$ cat config.mk
export PLATFORM = sky130hd
export DESIGN_NAME = sram_ctrl
export DESIGN_NICKNAME = d
export VERILOG_FILES = /design/src/rtl/sram_ctrl_pkg.sv /design/src/rtl/sram_tcnt.sv /design/src/rtl/sram_pinreg.sv /design/src/rtl/sram_rdcap.sv /design/src/rtl/sram_ctrl.sv
export SDC_FILE = /design/constraint.sdc
export NUM_CORES = 1
export LEC_CHECK = 0
export BUFFER_PORTS_ARGS = -buffer_cell sky130_fd_sc_hd__buf_4
export CORE_MARGIN = 5
export CORE_UTILIZATION = 45
export DETAILED_ROUTE_END_ITERATION = 7
export GPL_ROUTABILITY_DRIVEN = 0
export GPL_TIMING_DRIVEN = 0
export HOLD_SLACK_MARGIN = 0.05
export PLACE_DENSITY = 0.82
export SLEW_MARGIN = 20
export SYNTH_ARGS = -nofsm -noshare
export SYNTH_HDL_FRONTEND = slang
export SYNTH_SLANG_ARGS = --single-unit
$ cat constraint.sdc
create_clock -name clk -period 2.6 [get_ports clk]
set_clock_uncertainty 0.2 [all_clocks]
set_input_delay 0.13 -clock clk [delete_from_list [all_inputs] [get_ports clk]]
set_output_delay 0.13 -clock clk [all_outputs]
set_load 0.1 [all_outputs]
$ cat src/rtl/sram_ctrl_pkg.sv
package sram_ctrl_pkg;

    typedef enum logic [2:0] {
        ST_IDLE  = 3'd0,
        ST_TURN  = 3'd1,
        ST_WSET  = 3'd2,
        ST_WPUL  = 3'd3,
        ST_WEND  = 3'd4,
        ST_RACC  = 3'd5,
        ST_RDONE = 3'd6
    } state_t;

    typedef struct packed {
        logic cs_n;
        logic we_n;
        logic oe_n;
        logic dq_oe;
    } pins_t;

    // Whole clock cycles covering a time limit, at least one.
    function automatic int cyc_of(input int lim_ns, input int per_ns);
        int c;
        c = (lim_ns + per_ns - 1) / per_ns;
        return (c < 1) ? 1 : c;
    endfunction

    function automatic int max_of(input int a, input int b);
        return (a > b) ? a : b;
    endfunction

    // Pin levels belonging to each state.
    function automatic pins_t pins_of(input state_t s);
        pins_t p;
        p = '{cs_n: 1'b1, we_n: 1'b1, oe_n: 1'b1, dq_oe: 1'b0};
        unique case (s)
            ST_IDLE,
            ST_TURN,
            ST_RDONE: ;
            ST_WSET:  begin p.cs_n = 1'b0; p.dq_oe = 1'b1; end
            ST_WPUL:  begin p.cs_n = 1'b0; p.we_n = 1'b0; p.dq_oe = 1'b1; end
            ST_WEND:  begin p.cs_n = 1'b0; p.dq_oe = 1'b1; end
            ST_RACC:  begin p.cs_n = 1'b0; p.oe_n = 1'b0; end
            default: ;
        endcase
        return p;
    endfunction

endpackage

$ cat src/rtl/sram_tcnt.sv
module sram_tcnt #(
    parameter int CNT_W = 4
) (
    input  logic             clk,
    input  logic             rst_n,
    input  logic             load,
    input  logic [CNT_W-1:0] load_val,
    output logic             zero
);
    logic [CNT_W-1:0] cnt_q;

    always_ff @(posedge clk or negedge rst_n) begin
        if (!rst_n) begin
            cnt_q <= '0;
        end else if (load) begin
            cnt_q <= load_val;
        end else if (cnt_q != '0) begin
            cnt_q <= cnt_q - 1'b1;
        end
    end

    assign zero = (cnt_q == '0);
endmodule

$ cat src/rtl/sram_pinreg.sv
module sram_pinreg
    import sram_ctrl_pkg::*;
#(
    parameter int AW = 16,
    parameter int DW = 4
) (
    input  logic          clk,
    input  logic          rst_n,
    input  state_t        state_d,
    input  logic          accept,
    input  logic [AW-1:0] addr_in,
    input  logic [DW-1:0] data_in,
    output logic [AW-1:0] mem_addr,
    output logic [DW-1:0] mem_dq_out,
    output logic          mem_cs_n,
    output logic          mem_we_n,
    output logic          mem_oe_n,
    output logic          mem_dq_oe
);
    pins_t pins_d;
    pins_t pins_q;

    always_comb begin
        pins_d = pins_of(state_d);
    end

    always_ff @(posedge clk or negedge rst_n) begin
        if (!rst_n) begin
            pins_q <= '{cs_n: 1'b1, we_n: 1'b1, oe_n: 1'b1, dq_oe: 1'b0};
        end else begin
            pins_q <= pins_d;
        end
    end

    always_ff @(posedge clk or negedge rst_n) begin
        if (!rst_n) begin
            mem_addr   <= '0;
            mem_dq_out <= '0;
        end else if (accept) begin
            mem_addr   <= addr_in;
            mem_dq_out <= data_in;
        end
    end

    assign mem_cs_n  = pins_q.cs_n;
    assign mem_we_n  = pins_q.we_n;
    assign mem_oe_n  = pins_q.oe_n;
    assign mem_dq_oe = pins_q.dq_oe;
endmodule

$ cat src/rtl/sram_rdcap.sv
module sram_rdcap #(
    parameter int DW = 4
) (
    input  logic          clk,
    input  logic          rst_n,
    input  logic          cap,
    input  logic [DW-1:0] din,
    output logic [DW-1:0] dout
);
    always_ff @(posedge clk or negedge rst_n) begin
        if (!rst_n) begin
            dout <= '0;
        end else if (cap) begin
            dout <= din;
        end
    end
endmodule

$ cat src/rtl/sram_ctrl.sv
module sram_ctrl
    import sram_ctrl_pkg::*;
#(
    parameter int AW        = 16,
    parameter int DW        = 4,
    parameter int T_CLK_NS  = 10,
    parameter int T_AA_NS   = 12,
    parameter int T_ACS_NS  = 12,
    parameter int T_OE_NS   = 6,
    parameter int T_WP_NS   = 9,
    parameter int T_CW_NS   = 9,
    parameter int T_DW_NS   = 6,
    parameter int T_HZ_NS   = 6
) (
    input  logic          clk,
    input  logic          rst_n,
    input  logic          req_valid,
    input  logic          req_write,
    input  logic [AW-1:0] req_addr,
    input  logic [DW-1:0] req_wdata,
    output logic          req_ready,
    output logic [DW-1:0] rsp_rdata,
    output logic [AW-1:0] mem_addr,
    output logic          mem_cs_n,
    output logic          mem_we_n,
    output logic          mem_oe_n,
    output logic [DW-1:0] mem_dq_out,
    output logic          mem_dq_oe,
    input  logic [DW-1:0] mem_dq_in
);
    localparam int RD_CYC  = max_of(max_of(cyc_of(T_AA_NS, T_CLK_NS),
                                           cyc_of(T_ACS_NS, T_CLK_NS)),
                                    cyc_of(T_OE_NS, T_CLK_NS));
    localparam int WP_CYC  = max_of(max_of(cyc_of(T_WP_NS, T_CLK_NS),
                                           cyc_of(T_DW_NS, T_CLK_NS)),
                                    cyc_of(T_CW_NS, T_CLK_NS));
    localparam int TA_CYC  = cyc_of(T_HZ_NS, T_CLK_NS);
    localparam int CNT_MAX = max_of(max_of(RD_CYC, WP_CYC), TA_CYC);
    localparam int CNT_W   = $clog2(CNT_MAX + 1);

    localparam logic [CNT_W-1:0] RD_LD = CNT_W'(RD_CYC - 1);
    localparam logic [CNT_W-1:0] WP_LD = CNT_W'(WP_CYC - 1);
    localparam logic [CNT_W-1:0] TA_LD = CNT_W'(TA_CYC - 1);

    state_t           state_q;
    state_t           state_d;
    logic             op_wr_q;
    logic             op_wr_d;
    logic             last_vld_q;
    logic             last_wr_q;
    logic             cnt_load;
    logic [CNT_W-1:0] cnt_val;
    logic             cnt_zero;
    logic             accept;
    logic             capture;

    // State register and operation bookkeeping.
    always_ff @(posedge clk or negedge rst_n) begin
        if (!rst_n) begin
            state_q    <= ST_IDLE;
            op_wr_q    <= 1'b0;
            last_vld_q <= 1'b0;
            last_wr_q  <= 1'b0;
        end else begin
            state_q <= state_d;
            op_wr_q <= op_wr_d;
            if (state_q == ST_WEND) begin
                last_vld_q <= 1'b1;
                last_wr_q  <= 1'b1;
            end else if (state_q == ST_RDONE) begin
                last_vld_q <= 1'b1;
                last_wr_q  <= 1'b0;
            end
        end
    end

    // Next state and counter loads.
    always_comb begin
        state_d  = state_q;
        op_wr_d  = op_wr_q;
        cnt_load = 1'b0;
        cnt_val  = '0;
        accept   = 1'b0;
        capture  = 1'b0;
        unique case (state_q)
            ST_IDLE: begin
                if (req_valid) begin
                    accept  = 1'b1;
                    op_wr_d = req_write;
                    if (last_vld_q && (last_wr_q != req_write)) begin
                        state_d  = ST_TURN;
                        cnt_load = 1'b1;
                        cnt_val  = TA_LD;
                    end else if (req_write) begin
                        state_d = ST_WSET;
                    end else begin
                        state_d  = ST_RACC;
                        cnt_load = 1'b1;
                        cnt_val  = RD_LD;
                    end
                end
            end
            ST_TURN: begin
                if (cnt_zero) begin
                    if (op_wr_q) begin
                        state_d = ST_WSET;
                    end else begin
                        state_d  = ST_RACC;
                        cnt_load = 1'b1;
                        cnt_val  = RD_LD;
                    end
                end
            end
            ST_WSET: begin
                state_d  = ST_WPUL;
                cnt_load = 1'b1;
                cnt_val  = WP_LD;
            end
            ST_WPUL: begin
                if (cnt_zero) begin
                    state_d = ST_WEND;
                end
            end
            ST_WEND: begin
                state_d = ST_IDLE;
            end
            ST_RACC: begin
                if (cnt_zero) begin
                    state_d = ST_RDONE;
                    capture = 1'b1;
                end
            end
            ST_RDONE: begin
                state_d = ST_IDLE;
            end
            default: begin
                state_d = ST_IDLE;
            end
        endcase
    end

    // Output process.
    always_comb begin
        req_ready = (state_q == ST_WEND) || (state_q == ST_RDONE);
    end

    sram_tcnt #(
        .CNT_W (CNT_W)
    ) u_tcnt (
        .clk      (clk),
        .rst_n    (rst_n),
        .load     (cnt_load),
        .load_val (cnt_val),
        .zero     (cnt_zero)
    );

    sram_pinreg #(
        .AW (AW),
        .DW (DW)
    ) u_pins (
        .clk        (clk),
        .rst_n      (rst_n),
        .state_d    (state_d),
        .accept     (accept),
        .addr_in    (req_addr),
        .data_in    (req_wdata),
        .mem_addr   (mem_addr),
        .mem_dq_out (mem_dq_out),
        .mem_cs_n   (mem_cs_n),
        .mem_we_n   (mem_we_n),
        .mem_oe_n   (mem_oe_n),
        .mem_dq_oe  (mem_dq_oe)
    );

    sram_rdcap #(
        .DW (DW)
    ) u_rdcap (
        .clk   (clk),
        .rst_n (rst_n),
        .cap   (capture),
        .din   (mem_dq_in),
        .dout  (rsp_rdata)
    );
endmodule

# Word-level counts from Yosys, hierarchy flattened
# Cells that the tools add are included.
# Widths: inputs -> output; s select.
word_totals:
  register_bits: 36
  output_inout_bits: 29
op_classes:
  addsub: 1
  n_eq_ne: 11
  mux: 34
  reduce_logical: 10
ops:
  columns: ["cell", "count"]
  rows:
  - ["$mux 1", 22]
  - ["$mux 3", 7]
  - ["$eq 3x3->1 const B", 5]
  - ["$pmux 3 s5", 1]
  - ["$eq 3x2->1 const B", 4]
  - ["$reduce_bool 2->1", 3]
  - ["$mux 2", 2]
  - ["$reduce_or 4->1", 1]
  - ["$eq 3x1->1 const B", 1]
  - ["$logic_not 3->1", 1]
  - ["$pmux 1 s3", 1]
  - ["$reduce_or 3->1", 1]
  - ["$logic_not 2->1", 1]
  - ["$pmux 1 s2", 1]
  - ["$reduce_and 2->1", 1]
  - ["$sub 2x1->2 const B", 1]
  - ["$logic_and 1x1->1", 1]
  - ["$logic_or 1x1->1", 1]
  - ["$ne 1x1->1", 1]

# Depth between registers and ports, before layout
# Gate-level depths: netlist of the first run.
logic_depth:
  word_depth: 8
  mapped_depth: 6
  depth_no_buf: 6

# By module
# A second synthesis of the first run with hierarchy kept.
unflattened:
  cells_unflattened: 111
  area_unflattened_um2: 1615.3
by_module_without_submodules:
  columns: ["mod", "n_inst", "cells_per_inst", "area_each_um2"]
  rows:
  - ["sram_pinreg", 1, 52, 965.9]
  - ["sram_ctrl", 1, 39, 390.4]
  - ["sram_rdcap", 1, 8, 145.1]
  - ["sram_tcnt", 1, 12, 113.9]

# Worst setup path before layout of the first run
# Ideal clock, no wire load.
synth_timing:
  path_type: "reg-to-reg"
  startpoint: "register u_tcnt.cnt_q[0]"
  endpoint: "register u_pins.pins_q (netlist bit u_pins.mem_dq_oe)"
  arrival_time_ps: 1597
  t_required_ps: 2305
  path_slack_ps: 708
  path_stages_with_launch: 7
  n_path_buf: 0
  synth_period_minus_slack_ps: 1892
  cell_sequence: "dfrtp_1 -> inv_1 -> ha_1 -> nand2b_1 -> a221o_1 -> a211o_2 -> o31ai_1"
synth_rtl:
  columns: ["element", "line_no", "rtl"]
  rows:
  - ["start: declaration", "sram_tcnt.sv:10", "logic [CNT_W-1:0] cnt_q;"]
  - ["start signal: assignment", "sram_tcnt.sv:16", "cnt_q <= load_val;"]
  - ["start signal: assignment", "sram_tcnt.sv:18", "cnt_q <= cnt_q - 1'b1;"]
  - ["end signal: assignment", "sram_pinreg.sv:29", "pins_q <= '{cs_n: 1'b1, we_n: 1'b1, oe_n: 1'b1, dq_oe: 1'b0};"]
  - ["end signal: assignment", "sram_pinreg.sv:31", "pins_q <= pins_d;"]
  - ["end: declaration", "sram_pinreg.sv:21", "pins_t pins_q;"]

==> results of run 1 <==
## logic make-up (layout without fill, tap and decap cells)
family          Yosys count  in the layout  share of synthesized area
fa+ha+maj                 2              2                     0.0156
simple gates            101            101                      0.273
compound gates           20             20                     0.0939
buf+inv                  15            105                     0.0462
flops                    36             36                      0.566
xor+xnor                  1              1                    0.00548
## repair_timing
action                                  in CTS  in global routing
resized for setup                            0                  0
hold buffers                                26                  0
endpoints found under the setup margin       0                  0
endpoints found under the hold margin       64                  0
## synthesized netlist by cell type (3+ instances only)
cell type  count  area [µm²]
dfrtp_1       33         826
o21ai_0        5        25.0
nor3_1         3        15.0
inv_1          7        26.3
clkbuf_1       4        15.0
nand2_1       82         308
a21oi_1        4        20.0
nor2_1         3        11.3
dfstp_2        3        78.8
## how the worst max path moves through the flow
stage,start,to,cells after the start
CTS,u_tcnt.cnt_q[0],u_pins.mem_dq_oe,6
global placement,u_tcnt.cnt_q[0],u_pins.mem_dq_oe,6
finish,u_tcnt.cnt_q[0],u_pins.mem_dq_oe,6
floorplan,u_tcnt.cnt_q[0],u_pins.mem_dq_oe,6
detailed placement,u_tcnt.cnt_q[0],u_pins.mem_dq_oe,6
global route,u_tcnt.cnt_q[0],u_pins.mem_dq_oe,6
## cell type report
class | instances | area (µm²) | share of cell area
Buffer | 8 | 47.5 | 0.0198
Clock buffer | 7 | 55.1 | 0.0229
Clock inverter | 1 | 7.51 | 0.00313
Inverter | 7 | 26.3 | 0.0109
Multi-Input combinational cell | 124 | 621 | 0.259
Sequential cell | 36 | 905 | 0.377
Tap cell | 46 | 57.6 | 0.0240
Timing Repair Buffer | 82 | 681 | 0.284
## placed cells by master, fill, tap and decap left out, types with 2 or more instances in the layout
master,count
buf_2,2
nor3_1,3
clkbuf_4,5
o21ai_0,5
nor2_1,3
clkbuf_1,5
buf_6,2
nand2_1,82
buf_4,56
dfstp_2,3
nand4b_1,2
dlygate4sd3_1,26
nand2b_1,2
dfrtp_1,33
o211ai_1,2
inv_1,7
a21oi_1,4
ha_1,2
or2_2,2
## state kept, by name, summed over array words and instances, names as in the netlist
name / count
u_pins.mem_dq_out: 4
u_pins.mem_we_n: 1
u_pins.mem_dq_oe: 1
op_wr_q: 1
u_pins.mem_cs_n: 1
last_vld_q: 1
last_wr_q: 1
u_rdcap.dout: 4
u_pins.mem_addr: 16
u_tcnt.cnt_q: 2
state_q: 3
u_pins.mem_oe_n: 1
## per-layer routing
metal  track usage  routed length, µm  vias up
met5             0                  0        -
met4        0.0787                119        0
met3        0.0493                190       12
met2         0.323               2170       42
met1         0.202               1630      700
li1              -                  -      741
## worst max-delay path, stage by stage (launching register included)
cell	delay, ns
dfrtp_1	0.40
inv_1	0.08
ha_1	0.30
nand2b_1	0.09
a221o_1	0.38
a211o_2	0.32
o31ai_1	0.19
## metrics by stage
stage / cells / hold WS (ns) / utilization
after CTS: 311 / 0.0716 / 0.708
after detailed placement: 277 / -0.0889 / 0.613
after global placement: 277 / -0.0924 / 0.613
after global routing: 311 / 0.101 / 0.708
after floorplan: 175 / -0.366 / -
final: 311 / 0.0581 / 0.708
==> results.toml, run 1 <==
[run_status]
status = "finished clean"

[timing]
min_period_ns = 2.06
hold_viol = 0
rsz0062_at_grt = "no"
setup_viol = 0
tightestPinTransition_ns = 0.566
worst_slack_ns = 0.544
slew_violations = 0
max_freq_ghz = 0.486
timing.final.crit_share = 0.791
slew_headroom = 0.620
fin_tns_setup_ns = 0

[die]
dieArea_mm2 = 0.00485
placement_rows = 21
ios = 57
die_h_um = 69.6
core_mm2 = 0.00339
start_util = 0.472
die_w_um = 69.6

[detailed_routing]
viasPerCell = 4.81
drt-initial-drc-count = 88
drc = 0
wire_per_inst_um = 13.2
dr.pass1.iters = 4
wl_um = 4110
num_vias = 1495
drtAntennaViolNets = 0

[layout]
final_cell_area_mm2 = 0.00240
n_antenna_cell = 0
area_growth_pct = 50.1
drive_gt1_frac = 0.294
nNetsFinal = 294
fillCellCount = 251

[grt]
antenna_found_initial = 0
track_usage = 0.181
grt_pass1_vias = 1537
grt_pass1_wl_um = 7090
grt-ovfl-total = 0
grt_max_degree = 37

[clock_tree]
cts_max_level = 2
path_clk_slew_ns = 0.10
cts_sinks = 36
clockRootBuffer = "clkbuf_4"
insertion_delay_ns = 0.34
clockBufferDepth = 2
postCtsSetupBuffers = 0
tritoncts = "done"
cts_inserted_buffers = 5

[worst_setup_path]
r2r_slack_ns = 0.54
reg2reg_to = "u_pins.mem_dq_oe"
timing.rr.start = "u_tcnt.cnt_q[0]"
required_ns = 2.65
crit_type = "reg2reg"
arrival_ns = 2.10
cp_max_fo = 7
critPathCaptureType = "register"
r2r_cells = 6
start_kind = "register"

[placement]
preCtsSetupSlack_ns = 0.562
placed_area_mm2 = 0.00208
portBuffers = 56
place_hpwl_um = 2660

[synthesis]
ys_ff_latch = 36
syn_area_per_cell_um2 = 9.14
synth_edf_count = 0
async_flop_share = 1.00
ys_seq_area_frac = 0.566
synthDistinctLibCells = 33
yosysWarningCount = 0
ys.flop_type = "dfrtp_1"
synthCells = 175
synth_fp_nets = 205
syn_area_mm2 = 0.00160

[run]
max-cap-violations = 0

[min_path]
hold_path_class = "in2async"
Power of run 1 is left out: the tool's default activity adds up to more than one toggle a clock period on the data nets, which glitch-free logic cannot reach.
==> run 2: changes to the inputs <==
- clock period: 2.6 -> 2.1 ns (I/O delays scaled with it)
==> run 2 against run 1 <==
Non-clock buffer count up 3. Die area is the same. Setup slack worse by 0.44 ns. Sequential share of layout area decreased by 0.79 points. Highest routed layer unchanged. Critical path type unchanged. Cell count up 0.96%. Design area up 2.1%.
==> results.toml, run 2 (synthesis results as in run 1) <==
[run]
max-cap-violations = 0

[min_path]
hold_path_class = "reg2reg"

[die]
placement_rows = 21
core_mm2 = 0.00339
ios = 57
die_h_um = 69.6
dieArea_mm2 = 0.00485
die_w_um = 69.6
start_util = 0.472

[layout]
top_regs = "u_pins.mem_addr (16), u_pins.mem_dq_out (4), u_rdcap.dout (4)"
drive_gt1_frac = 0.299
fillCellCount = 248
n_antenna_cell = 0
multi_input_area_um2 = 632
area_growth_pct = 53.3
nNetsFinal = 297
regArea_um2 = 905
layout_commonest_cell = "nand2_1"
largest_register_ffs = 16
top_register = "u_pins.mem_addr"
layout_common_cells = "82 x nand2_1, 56 x buf_4, 33 x dfrtp_1"

[timing]
max_freq_ghz = 0.501
tightestPinTransition_ns = 0.561
fin_tns_setup_ns = 0
setup_viol = 0
slew_violations = 0
min_period_ns = 1.99
timing.final.crit_share = 0.950
rsz0062_at_grt = "no"
slew_headroom = 0.623
hold_viol = 0

[detailed_routing]
drtAntennaViolNets = 0
num_vias = 1503
wl_um = 4260
dr.pass1.iters = 5
drc = 0
viasPerCell = 4.79
wire_per_inst_um = 13.6
drt-initial-drc-count = 84

[worst_setup_path]
path_buf_inv = 1
required_ns = 2.15
max_stage_delay_ns = 0.40
path_delay_family = "compound AO/OA/AOI/OAI gates"
cp_max_fo = 7
start_kind = "register"
critPathCaptureType = "register"
crit_type = "reg2reg"
arrival_ns = 2.05
cp_cell_sequence = "inv_1 -> ha_2 -> nand2b_1 -> a221o_1 -> a211o_2 -> o31ai_1"
critical-path-slowest-cell = "dfrtp_1"

[clock_tree]
insertion_delay_ns = 0.35
clockRootBuffer = "clkbuf_4"
cts_inserted_buffers = 5
tritoncts = "done"
cts_max_level = 2
path_clk_slew_ns = 0.11
clockBufferDepth = 2
cts_sinks = 36

[grt]
grt_pass1_vias = 1558
track_usage = 0.185
grt_pass1_wl_um = 7250
grt_max_degree = 27
antenna_found_initial = 0
grt-ovfl-total = 0

[placement]
portBuffers = 56
place_hpwl_um = 2660

[run_status]
status = "finished clean"
==> run 2: final timing paths <==
| check | startpoint | end | slack [ns] | cells past startpoint |
|---|---|---|---|---|
| max in group asynchronous | rst_n | u_tcnt.cnt_q[0] | 0.88 | 4 |
| worst min register to register | u_pins.mem_addr[9] | u_pins.mem_addr[9] | 0.29 | 2 |
| worst max register to register | u_tcnt.cnt_q[0] | u_pins.mem_dq_oe | 0.11 | 6 |
| worst max-delay path | u_tcnt.cnt_q[0] | u_pins.mem_dq_oe | 0.11 | 6 |
| worst min-delay path | u_pins.mem_addr[9] | u_pins.mem_addr[9] | 0.29 | 2 |
| min in group asynchronous | rst_n | state_q[2] | 0.46 | 3 |
==> run 2: through the flow <==
| stage | util | worst slack, ns | cells | hold WS [ns] | instance area (µm²) |
|---|---|---|---|---|---|
| 2_1_floorplan | - | 0.208 | 175 | -0.391 | 1600 |
| 3_3_place_gp | 0.613 | 0.101 | 277 | -0.117 | 2080 |
| 3_5_place_dp | 0.613 | 0.0621 | 277 | -0.114 | 2080 |
| 4_1_cts | 0.717 | 0.0334 | 313 | 0.0527 | 2430 |
| 5_1_grt | 0.723 | 0.000755 | 314 | 0.289 | 2450 |
| 6_report | 0.723 | 0.106 | 314 | 0.288 | 2450 |
==> run 2: layout make-up <==
cell class              instances  share of cell area
flip-flops and latches         36               0.369
repair buffers                 85               0.294
multi-input cells             124               0.258
well taps                      46              0.0235
clock buffers                   7              0.0225
plain buffers                   8              0.0194
inverters                       7              0.0107
clock inverters                 1             0.00306
==> run 2: timing repair <==
item / in CTS / in global routing
resized for setup: 0 / 2
hold buffers: 28 / 1
setup endpoints to repair: 0 / 1
hold endpoints to repair: 65 / 1
setup buffers: 0 / 0
==> run 2: routing by layer <==
layer | part of all wire | global-route usage | wire length [µm] | vias to the layer above
met5 | 0 | 0 | 0 | -
met4 | 0.031 | 0.0830 | 131 | 0
met3 | 0.041 | 0.0493 | 175 | 14
met2 | 0.51 | 0.323 | 2190 | 40
met1 | 0.41 | 0.212 | 1760 | 701
li1 | - | - | - | 748
==> run 2: tightest hold or removal path, stage by stage (launching register included) <==
cell	delay, ns
dfrtp_1	0.36
nand2_1	0.05
nand2_1	0.06
Power of run 2 is left out for the same reason.
